==> config.mk <==
export PLATFORM = sky130hd
export DESIGN_NAME = meter_ratio_bar
export DESIGN_NICKNAME = d
export VERILOG_FILES = /design/src/rtl/meter_pkg.sv /design/src/rtl/meter_window_ctl.sv /design/src/rtl/meter_peak_chan.sv /design/src/rtl/meter_search_stage.sv /design/src/rtl/meter_ratio_bar.sv
export SDC_FILE = /design/constraint.sdc
export NUM_CORES = 1
export LEC_CHECK = 0
export BUFFER_PORTS_ARGS = -buffer_cell sky130_fd_sc_hd__buf_2
export CORE_MARGIN = 2
export CORE_UTILIZATION = 50
export DETAILED_ROUTE_END_ITERATION = 12
export PLACE_DENSITY = 0.67
export SYNTH_ARGS = -nofsm -noshare
export SYNTH_HDL_FRONTEND = slang
export SYNTH_SLANG_ARGS = --single-unit
==> constraint.sdc <==
create_clock -name clk -period 16.1 [get_ports clk]
set_input_delay 1.61 -clock clk [delete_from_list [all_inputs] [get_ports clk]]
set_output_delay 1.61 -clock clk [all_outputs]
set_load 0.005 [all_outputs]
==> src/rtl/meter_pkg.sv <==
package meter_pkg;

  // Fraction k/(n+1) of full scale in Q15, rounded toward zero.
  function automatic logic [15:0] thr_q15(input int k, input int n);
    return 16'((k * 32768) / (n + 1));
  endfunction

  // Mid-scale offset of an offset-binary word of width w.
  function automatic int mid_scale(input int w);
    return (1 << (w - 1)) - 1;
  endfunction

endpackage

==> src/rtl/meter_window_ctl.sv <==
module meter_window_ctl #(
  parameter int DEPTH  = 128,
  parameter int WINDOW = 500
) (
  input  logic clk,
  input  logic rst,
  input  logic smp_vld,
  output logic win_open,
  output logic win_close
);
  localparam int CNTW = $clog2(WINDOW + 1);

  logic [CNTW-1:0] cnt;

  // Start of the last DEPTH samples before a clear, and the clear itself.
  assign win_open  = smp_vld && (cnt == CNTW'(DEPTH));
  assign win_close = smp_vld && (cnt == CNTW'(1));

  always_ff @(posedge clk) begin
    if (rst) begin
      cnt <= CNTW'(WINDOW);
    end else if (smp_vld) begin
      if (cnt == CNTW'(1)) cnt <= CNTW'(WINDOW);
      else                 cnt <= cnt - CNTW'(1);
    end
  end
endmodule

==> src/rtl/meter_peak_chan.sv <==
module meter_peak_chan #(
  parameter int DW = 12
) (
  input  logic          clk,
  input  logic          rst,
  input  logic          smp_vld,
  input  logic          win_open,
  input  logic          win_close,
  input  logic [DW-1:0] smp,
  output logic [DW-1:0] peak
);
  logic [DW-1:0] shadow;
  logic [DW-1:0] shadow_n;
  logic [DW-1:0] grow_n;

  // The shadow collects the maximum of the samples that fall inside the
  // final DEPTH positions before the next clear.
  always_comb begin
    if (win_open)          shadow_n = smp;
    else if (smp > shadow) shadow_n = smp;
    else                   shadow_n = shadow;
    grow_n = (smp > peak) ? smp : peak;
  end

  always_ff @(posedge clk) begin
    if (rst) begin
      shadow <= '0;
      peak   <= '0;
    end else if (smp_vld) begin
      shadow <= shadow_n;
      peak   <= win_close ? shadow_n : grow_n;
    end
  end
endmodule

==> src/rtl/meter_search_stage.sv <==
module meter_search_stage
  import meter_pkg::*;
#(
  parameter int DW   = 12,
  parameter int NTHR = 8,
  parameter int CW   = 4
) (
  input  logic          clk,
  input  logic          rst,
  input  logic          in_vld,
  input  logic [CW-1:0] in_lo,
  input  logic [CW-1:0] in_hi,
  input  logic [DW-1:0] in_din,
  input  logic [DW-1:0] in_dout,
  output logic          out_vld,
  output logic [CW-1:0] out_lo,
  output logic [CW-1:0] out_hi,
  output logic [DW-1:0] out_din,
  output logic [DW-1:0] out_dout
);
  localparam int PW = DW + 16;

  logic [15:0]   tab [NTHR+1];
  logic [CW:0]   sum;
  logic [CW-1:0] k_sel;
  logic [PW-1:0] prod;
  logic [DW-1:0] scaled;
  logic          pass;
  logic [CW-1:0] lo_n;
  logic [CW-1:0] hi_n;

  for (genvar k = 0; k <= NTHR; k++) begin : g_tab
    assign tab[k] = thr_q15(k, NTHR);
  end

  always_comb begin
    sum = {1'b0, in_lo} + {1'b0, in_hi} + (CW+1)'(1);
    // A span of three outcomes tests its top threshold first.
    if ((in_hi - in_lo) == CW'(2)) k_sel = in_hi;
    else                           k_sel = sum[CW:1];
    prod   = PW'(in_din) * PW'(tab[k_sel]);
    scaled = prod[DW+14:15];
    pass   = in_dout > scaled;
    if (in_lo == in_hi) begin
      lo_n = in_lo;
      hi_n = in_hi;
    end else if (pass) begin
      lo_n = k_sel;
      hi_n = in_hi;
    end else begin
      lo_n = in_lo;
      hi_n = k_sel - CW'(1);
    end
  end

  always_ff @(posedge clk) begin
    if (rst) begin
      out_vld  <= 1'b0;
      out_lo   <= '0;
      out_hi   <= '0;
      out_din  <= '0;
      out_dout <= '0;
    end else begin
      out_vld  <= in_vld;
      out_lo   <= lo_n;
      out_hi   <= hi_n;
      out_din  <= in_din;
      out_dout <= in_dout;
    end
  end
endmodule

==> src/rtl/meter_ratio_bar.sv <==
module meter_ratio_bar
  import meter_pkg::*;
#(
  parameter int DW     = 12,
  parameter int DEPTH  = 128,
  parameter int WINDOW = 500,
  parameter int NTHR   = 8
) (
  input  logic            clk,
  input  logic            rst,
  input  logic            smp_vld,
  input  logic [DW-1:0]   raw_smp,
  input  logic [DW-1:0]   flt_smp,
  output logic [NTHR-1:0] led_bar
);
  localparam int CW     = $clog2(NTHR + 1);
  localparam int LEVELS = $clog2(NTHR + 1);
  localparam logic [DW-1:0] OFS = DW'(mid_scale(DW));

  logic          win_open;
  logic          win_close;
  logic [DW-1:0] chan_smp [2];
  logic [DW-1:0] chan_pk  [2];
  logic [DW-1:0] pk_raw;
  logic [DW-1:0] pk_flt;
  logic          pk_vld;

  logic          st_vld  [LEVELS+1];
  logic [CW-1:0] st_lo   [LEVELS+1];
  logic [CW-1:0] st_hi   [LEVELS+1];
  logic [DW-1:0] st_din  [LEVELS+1];
  logic [DW-1:0] st_dout [LEVELS+1];
  logic          res_vld;
  logic [NTHR-1:0] led_n;

  meter_window_ctl #(.DEPTH(DEPTH), .WINDOW(WINDOW)) u_win (
    .clk      (clk),
    .rst      (rst),
    .smp_vld  (smp_vld),
    .win_open (win_open),
    .win_close(win_close)
  );

  assign chan_smp[0] = raw_smp;
  assign chan_smp[1] = flt_smp;

  for (genvar c = 0; c < 2; c++) begin : g_chan
    meter_peak_chan #(.DW(DW)) u_peak (
      .clk      (clk),
      .rst      (rst),
      .smp_vld  (smp_vld),
      .win_open (win_open),
      .win_close(win_close),
      .smp      (chan_smp[c]),
      .peak     (chan_pk[c])
    );
  end

  assign pk_raw = chan_pk[0];
  assign pk_flt = chan_pk[1];

  always_ff @(posedge clk) begin
    if (rst) pk_vld <= 1'b0;
    else     pk_vld <= smp_vld;
  end

  // Offset removal with a floor at zero feeds the first search level.
  assign st_vld[0]  = pk_vld;
  assign st_lo[0]   = '0;
  assign st_hi[0]   = CW'(NTHR);
  assign st_din[0]  = (pk_raw > OFS) ? (pk_raw - OFS) : '0;
  assign st_dout[0] = (pk_flt > OFS) ? (pk_flt - OFS) : '0;

  for (genvar l = 0; l < LEVELS; l++) begin : g_lvl
    meter_search_stage #(.DW(DW), .NTHR(NTHR), .CW(CW)) u_stage (
      .clk     (clk),
      .rst     (rst),
      .in_vld  (st_vld[l]),
      .in_lo   (st_lo[l]),
      .in_hi   (st_hi[l]),
      .in_din  (st_din[l]),
      .in_dout (st_dout[l]),
      .out_vld (st_vld[l+1]),
      .out_lo  (st_lo[l+1]),
      .out_hi  (st_hi[l+1]),
      .out_din (st_din[l+1]),
      .out_dout(st_dout[l+1])
    );
  end

  assign res_vld = st_vld[LEVELS];

  always_comb begin
    for (int i = 0; i < NTHR; i++) led_n[i] = st_lo[LEVELS] > CW'(i);
  end

  always_ff @(posedge clk) begin
    if (rst)          led_bar <= '0;
    else if (res_vld) led_bar <= led_n;
  end
endmodule

======== Yosys cells after proc, flatten, opt, wreduce, memory -nomap -nowiden ========
Memory sizes are Yosys's and may differ from the RTL's.
Index checks and enable logic that the tools add are counted.
word-level totals
  bits in registers ....................... 170
  memories ................................ 3
  output and inout bits ................... 8
  ROM bits ................................ 768
  logic and storage cells ................. 115
  input bits .............................. 27
memories
  name             depth  width  rd ports  clocked after Yosys merged registers in  wr ports  line                      RTL
  (no name shown)  16     16     1         0                                        0         meter_search_stage.sv:41  prod = PW'(in_din) * PW'(tab[k_sel]);
  (no name shown)  16     16     1         0                                        0         meter_search_stage.sv:41
  (no name shown)  16     16     1         0                                        0         meter_search_stage.sv:41
operators by class
  $mul .................................... 4
  muxes and demuxes ....................... 32
  $add $sub $neg .......................... 14
  $lt $le $gt $ge ......................... 21
  bitwise operators ....................... 3
  reductions and logical operators ........ 6
  equal/unequal tests ..................... 8
operator list
  kind                                                       count
  two-way mux 12 bit                                         10
  > comparator 12 bit                                        8
  two-way mux 16 bit                                         6
  multiplier 12 x 16 -> 27 bit                               3
  two-way mux 4 bit                                          14
  multiplier 12 x 14 -> 26 bit (second input constant)       1
  > comparator 12 x 11 -> 1 bit (second input constant)      2
  subtractor 12 x 11 -> 12 bit (second input constant)       2
  > comparator 4 x 3 -> 1 bit (second input constant)        4
  adder 4 x 4 -> 5 bit                                       3
  adder 5 x 1 -> 5 bit (second input constant)               3
  greater-or-equal comparator 5 bit (second input constant)  3
  inverter 4 -> 5 bit                                        3
  equality test 4 x 2 -> 1 bit (second input constant)       3
  equality test 4 bit                                        3
  subtractor 4 bit                                           3
  equality test 9 x 1 -> 1 bit (second input constant)       1
  equality test 9 x 8 -> 1 bit (second input constant)       1
  two-way mux 9 bit                                          1
  subtractor 9 x 1 -> 9 bit (second input constant)          1
  > comparator 4 x 1 -> 1 bit (second input constant)        2
  > comparator 4 x 2 -> 1 bit (second input constant)        2
  subtractor 4 x 1 -> 4 bit (second input constant)          2
  AND reduction 2 bit                                        2
  other kinds (3)                                            5

======== Depth between registers and ports, before layout ========
  depth after elaboration ................. 11
  gate-level depth with buffers ........... 47
  depth with buffers taken out ............ 46

======== Hierarchy ========
A second synthesis with hierarchy kept.
unflattened totals
  cells, all modules ...................... 3216
  area total of the unflattened synthesis .. 28661.2 um^2
modules (own cells, without submodules)
  module                                     times used  area each (um^2)  cells an instance
  meter_search_stage (g_lvl[0].u_stage ...)  2           6023.3            674
  meter_search_stage (g_lvl[2].u_stage)      1           5891.9            647
  meter_search_stage (g_lvl[3].u_stage)      1           5853.1            646
  meter_peak_chan                            2           1779.2            197
  meter_ratio_bar                            1           802.0             121
  meter_window_ctl                           1           509.2             60

======== Worst setup path before layout ========
Ideal clock, no wire load.
  path kind ............................... flip-flop to flip-flop
  start point ............................. reg g_lvl[1].u_stage.out_lo[2]
  end point ............................... reg g_lvl[2].u_stage.out_hi[0]
  stages on the path, launching flop included .. 39
  path slack .............................. 6.536 ns
  setup time .............................. 0.086 ns
  clock period less this slack ............ 9.564 ns
  data arrival time ....................... 9.478 ns
  path buffers ............................ 2
  cells stage by stage .................... dfxtp_1 -> inv_1 -> ha_1 -> buf_6 -> or4b_4 -> a211oi_2 -> nor2_1 -> o21ai_1 -> inv_1 -> ha_1 -> o31a_1 -> clkbuf_1 -> and2_1 -> fa_1 -> fa_1 -> fa_1 -> fa_1 -> inv_1 -> [... 3 more ...] -> and3_1 -> a221o_1 -> a21oi_1 -> inv_1 -> o21ai_0 -> o21bai_2 -> a21oi_4 -> o21ai_2 -> a31oi_1 -> xor2_1 -> ha_1 -> a21o_1 -> a21o_1 -> a2111oi_0 -> nor2_1 -> a31oi_1 -> nor2_1 -> a211oi_1
between the ends
  longest elaborated chain between the ends .. 11
RTL lines
  element                                                               line                                                RTL
  start: declaration                                                    meter_search_stage.sv:16                            output logic [CW-1:0] out_lo,
  start signal: assignment                                              meter_search_stage.sv:65                            out_lo <= lo_n;
  adder 4 x 4 -> 5 bit or subtractor 4 bit (tied branches)              meter_search_stage.sv:37, meter_search_stage.sv:39
  adder 5 x 1 -> 5 bit or equality test 4 x 2 -> 1 bit (tied branches)  meter_search_stage.sv:37, meter_search_stage.sv:39
  two-way mux 4 bit                                                     meter_search_stage.sv:39                            if ((in_hi - in_lo) == CW'(2)) k_sel = in_hi;
  inverter 4 -> 5 bit (implied by the code)                             meter_search_stage.sv:41
  memory (16 x 16 bit)                                                  --
  two-way mux 16 bit (implied by the code) (2 in a row)                 meter_search_stage.sv:41
  multiplier 12 x 16 -> 27 bit                                          meter_search_stage.sv:41
  > comparator 12 bit                                                   meter_search_stage.sv:43                            pass = in_dout > scaled;
  two-way mux 4 bit                                                     meter_search_stage.sv:47                            end else if (pass) begin
  two-way mux 4 bit *                                                   meter_search_stage.sv:44                            if (in_lo == in_hi) begin
  end signal: assignment                                                meter_search_stage.sv:66                            out_hi <= hi_n;
  end: declaration                                                      meter_search_stage.sv:17                            output logic [CW-1:0] out_hi,
Mark *: on every way between the ends. The rest lies on a longest branch, timed or not. The select of a mux whose other input is x is not followed.
A chain may end at the register's enable or synchronous reset.

======== Worst setup path in the final report ========
  start point ............................. reg g_lvl[1].u_stage.out_lo[2]
  end point ............................... reg g_lvl[2].u_stage.out_hi[1]
The elaborated chain is that of the path after synthesis.

==> results by group <==
Outcome
  • Status: finished, final reports clean

Timing
  • Max Slew Vio Count: 0
  • FMAX: between 90 and 100 MHz
  • Fin. Hold Viols: 0
  • Minimum clock period: about 11 ns
  • Tcrit/Tclk final: 0.670
  • Slew @ Worst Pin: 1.00 ns
  • RSZ-0062 raised after global routing: false
  • Final setup TNS: 0 ns
  • Final setup viols: 0
  • Max Clock Skew: between 0.01 and 0.015 ns
  • Max-slew headroom: 0.333

Floorplanning
  • Die height: 219 um
  • Die Area: 47900 um^2
  • # rows: just under 80
  • Ports: 35
  • Starting density of the core: 0.507
  • Core footprint: 45500 um^2
  • Die Wd: 219 um

Global route
  • All-Layer GR Usage: 0.241
  • Global-route wire length before repair: between 90000 and 100000 um
  • Initial antenna violation count: 1
  • Number of global-route vias before repair: about 18000
  • GRT overflow: 0
  • Largest net degree at the start of global routing: slightly below 100

Power and ir drop
  • Maximum VDD drop: between 0.0001 and 0.00015 V
  • Power, Total: 1.71 mW
  • Leakage: between 10 and 15 nW
  • Cell Pwr Density: roughly 70 nW/um^2

Finish
  • Number of diodes: 0
  • Post-route cell area: roughly 24000 um^2
  • Nets@finish: around 3300
  • Fill count: roughly 4200
  • Synth-to-layout area growth: 5.81%
  • Layout cell share with drive strength beyond 1: 0.0384

Logic synthesis
  • Syn avg cell area: approximately 9 um^2
  • Sequential cell area fraction in the yosys report: 0.141
  • Synth Area in Compound Gates: 0.0844
  • Post-Synth Adder-Cell Area: 0.484
  • Post-synth cell types: 73
  • Mapped Nets: approximately 3300
  • Ys flop type: dfxtp_1
  • Mux contribution to synthesized area: 0.0144
  • Number of synthesized flops with an enable pin: 0
  • Mapped Cells: 2554
  • Simple-gate share of the synthesized area: 0.145
  • Main combinational cell family by area after synthesis: adder cells
  • #FFs+latches synth: about 160
  • Mapped Area: between 20000 and 25000 um^2
  • Post-synthesis xor/xnor area fraction: 0.0277
  • Ys async rst share: 0
  • Synth Warn #: 0

Route
  • DRT antenna net count: 0
  • DRC viols: 0
  • Via Count: between 15000 and 20000
  • 1st-iter DRT viols: between 800 and 900
  • Drt total wl: about 54000 um
  • Detailed-route wire length per cell: 17.0 um
  • First-pass DRT Iterations: 5
  • Vias per inst: 5.28

CTS
  • Clock-pin slew on the worst setup and hold paths: about 0.07 ns
  • Postcts setup bufs: 0
  • Root buf cell: clkbuf_16
  • Post-cts sizing count: 0
  • TritonCTS Buffers: 17
  • H-Tree Depth: 4
  • Latest clock arrival within the worst-skew pair: roughly 0.45 ns
  • Clock sinks: 163
  • TritonCTS clock tree: yes
  • Hold Buf Count CTS: 0
  • Clock Path Buffers: 2

Worst setup path
  • Crit path max-delay cell type: a2111oi_0
  • Worst Setup End Kind: flop
  • Startpoint types: flop
  • Worst Path Max Fanout: 12
  • Setup CP Type: reg2reg
  • Cell family with most CP delay: adder cells
  • Slowest stage delay, CP: between 0.6 and 0.7 ns
  • Arrival time worst endpoint: about 11 ns
  • Data required, critical path: between 15 and 20 ns
  • Crit path top cell by count: inv_1
  • WP buf/inv: 7

Run
  • Max Cap Viol: 0

Worst hold path
  • Worst Hold Class: reg2reg

Place
  • Placed Area: between 20000 and 25000 um^2
  • GPL Wtd Cong: 0.948
  • Dpl hpwl: approximately 46000 um
  • PortBufs: 34
==> power breakdown <==
group / internal [mW] / leakage [nW] / switching (mW)
logic: 0.267 / 12.0 / 0.581
clock network: 0.207 / 0.269 / 0.184
registers: 0.434 / 1.33 / 0.0331
total: 0.909 / 13.6 / 0.797
==> metrics by stage <==
step | hold WS (ns) | worst slack (ns) | instances | utilization
finish | 0.443 | 5.31 | 3176 | 0.537
global route | 0.466 | 4.59 | 3176 | 0.537
CTS | 0.450 | 5.32 | 3176 | 0.537
detailed placement | 0.427 | 5.35 | 3144 | 0.524
global placement | 0.420 | 5.57 | 3144 | 0.524
floorplan | 0.414 | 6.54 | 2554 | -
==> placed cells by master, fill, tap and decap left out, drive strengths merged, types with 5 or more instances in the layout <==
master,instances
fa,315
a31oi,7
nand3,26
clkinv,7
buf,41
inv,583
o221ai,12
nor2,150
o211ai,5
and2,93
a2111oi,18
nor4,11
and3,13
o31ai,5
a311oi,6
a41o,5
a21o,48
nand2,161
o21ai,41
nand2b,29
mux2i,32
xnor2,48
ha,388
a211oi,18
a21oi,80
nor3,50
or2,12
o21a,13
xor2,25
clkbuf,19
nor2b,72
nand4,26
dfxtp,163
o21bai,7
==> synthesized netlist by cell type (37+ instances only) <==
cell,count,area share
inv_1,576,0.094
ha_1,388,0.21
fa_1,315,0.27
dfxtp_1,163,0.14
nand2_1,161,0.026
nor2_1,149,0.024
and2_1,93,0.025
a21oi_1,78,0.017
nor2b_1,72,0.020
nor3_1,49,0.011
a21o_1,48,0.016
xnor2_1,48,0.018
clkbuf_1,45,0.0073
o21ai_0,37,0.0080
==> worst register-to-register path, delay by kind of cell (launching register included) <==
family,cells,cell delay (ns)
fa+ha+maj,10,4.10
compound gates,14,3.87
simple gates,7,1.82
buf+inv,7,0.41
flops,1,0.35
xor+xnor,1,0.18
==> sequential cells by signal, summed over array words and instances (netlist names), 4 cells and up <==
name / flops
g_lvl.u_stage.out_din: 36
g_lvl.u_stage.out_dout: 36
g_chan.u_peak.peak: 24
g_chan.u_peak.shadow: 24
g_lvl.u_stage.out_lo: 12
g_lvl.u_stage.out_hi: 9
u_win.cnt: 9
led_bar: 8
g_lvl.u_stage.out_vld: 4
==> area by class of cell <==
class	instances	area [um^2]	area share
Inverter	580	2180	0.0892
Clock inverter	13	121	0.00497
Clock buffer	19	443	0.0181
Tap cell	600	751	0.0308
Multi-Input combinational cell	1760	17400	0.714
Timing Repair Buffer	41	225	0.00923
Sequential cell	163	3260	0.134
==> worst paths after layout <==
path                         startpoint                          to  slack [ns]  cells past startpoint
max          g_lvl[1].u_stage.out_lo[2]  g_lvl[2].u_stage.out_hi[1]        5.31                     39
min            g_lvl[2].u_stage.out_vld    g_lvl[3].u_stage.out_vld        0.44                      1
max reg2reg  g_lvl[1].u_stage.out_lo[2]  g_lvl[2].u_stage.out_hi[1]        5.31                     39
min reg2reg    g_lvl[2].u_stage.out_vld    g_lvl[3].u_stage.out_vld        0.44                      1
==> logic make-up (layout without fill, tap and decap cells) <==
| kind of cell | after synthesis | in the layout |
|---|---|---|
| AO/OA/AOI/OAI | 285 | 285 |
| multiplexers | 33 | 33 |
| adder cells (fa/ha/maj) | 703 | 703 |
| buffers and inverters | 631 | 653 |
| XOR/XNOR | 73 | 73 |
| flip-flops | 163 | 163 |
| AND/OR/NAND/NOR | 666 | 666 |
==> metal layers <==
metal  track usage  share of wire
met4        0.0842          0.032
met1         0.304           0.43
met2         0.420           0.49
met5             0              0
met3        0.0352          0.043
(Power assumes the default switching activity.)
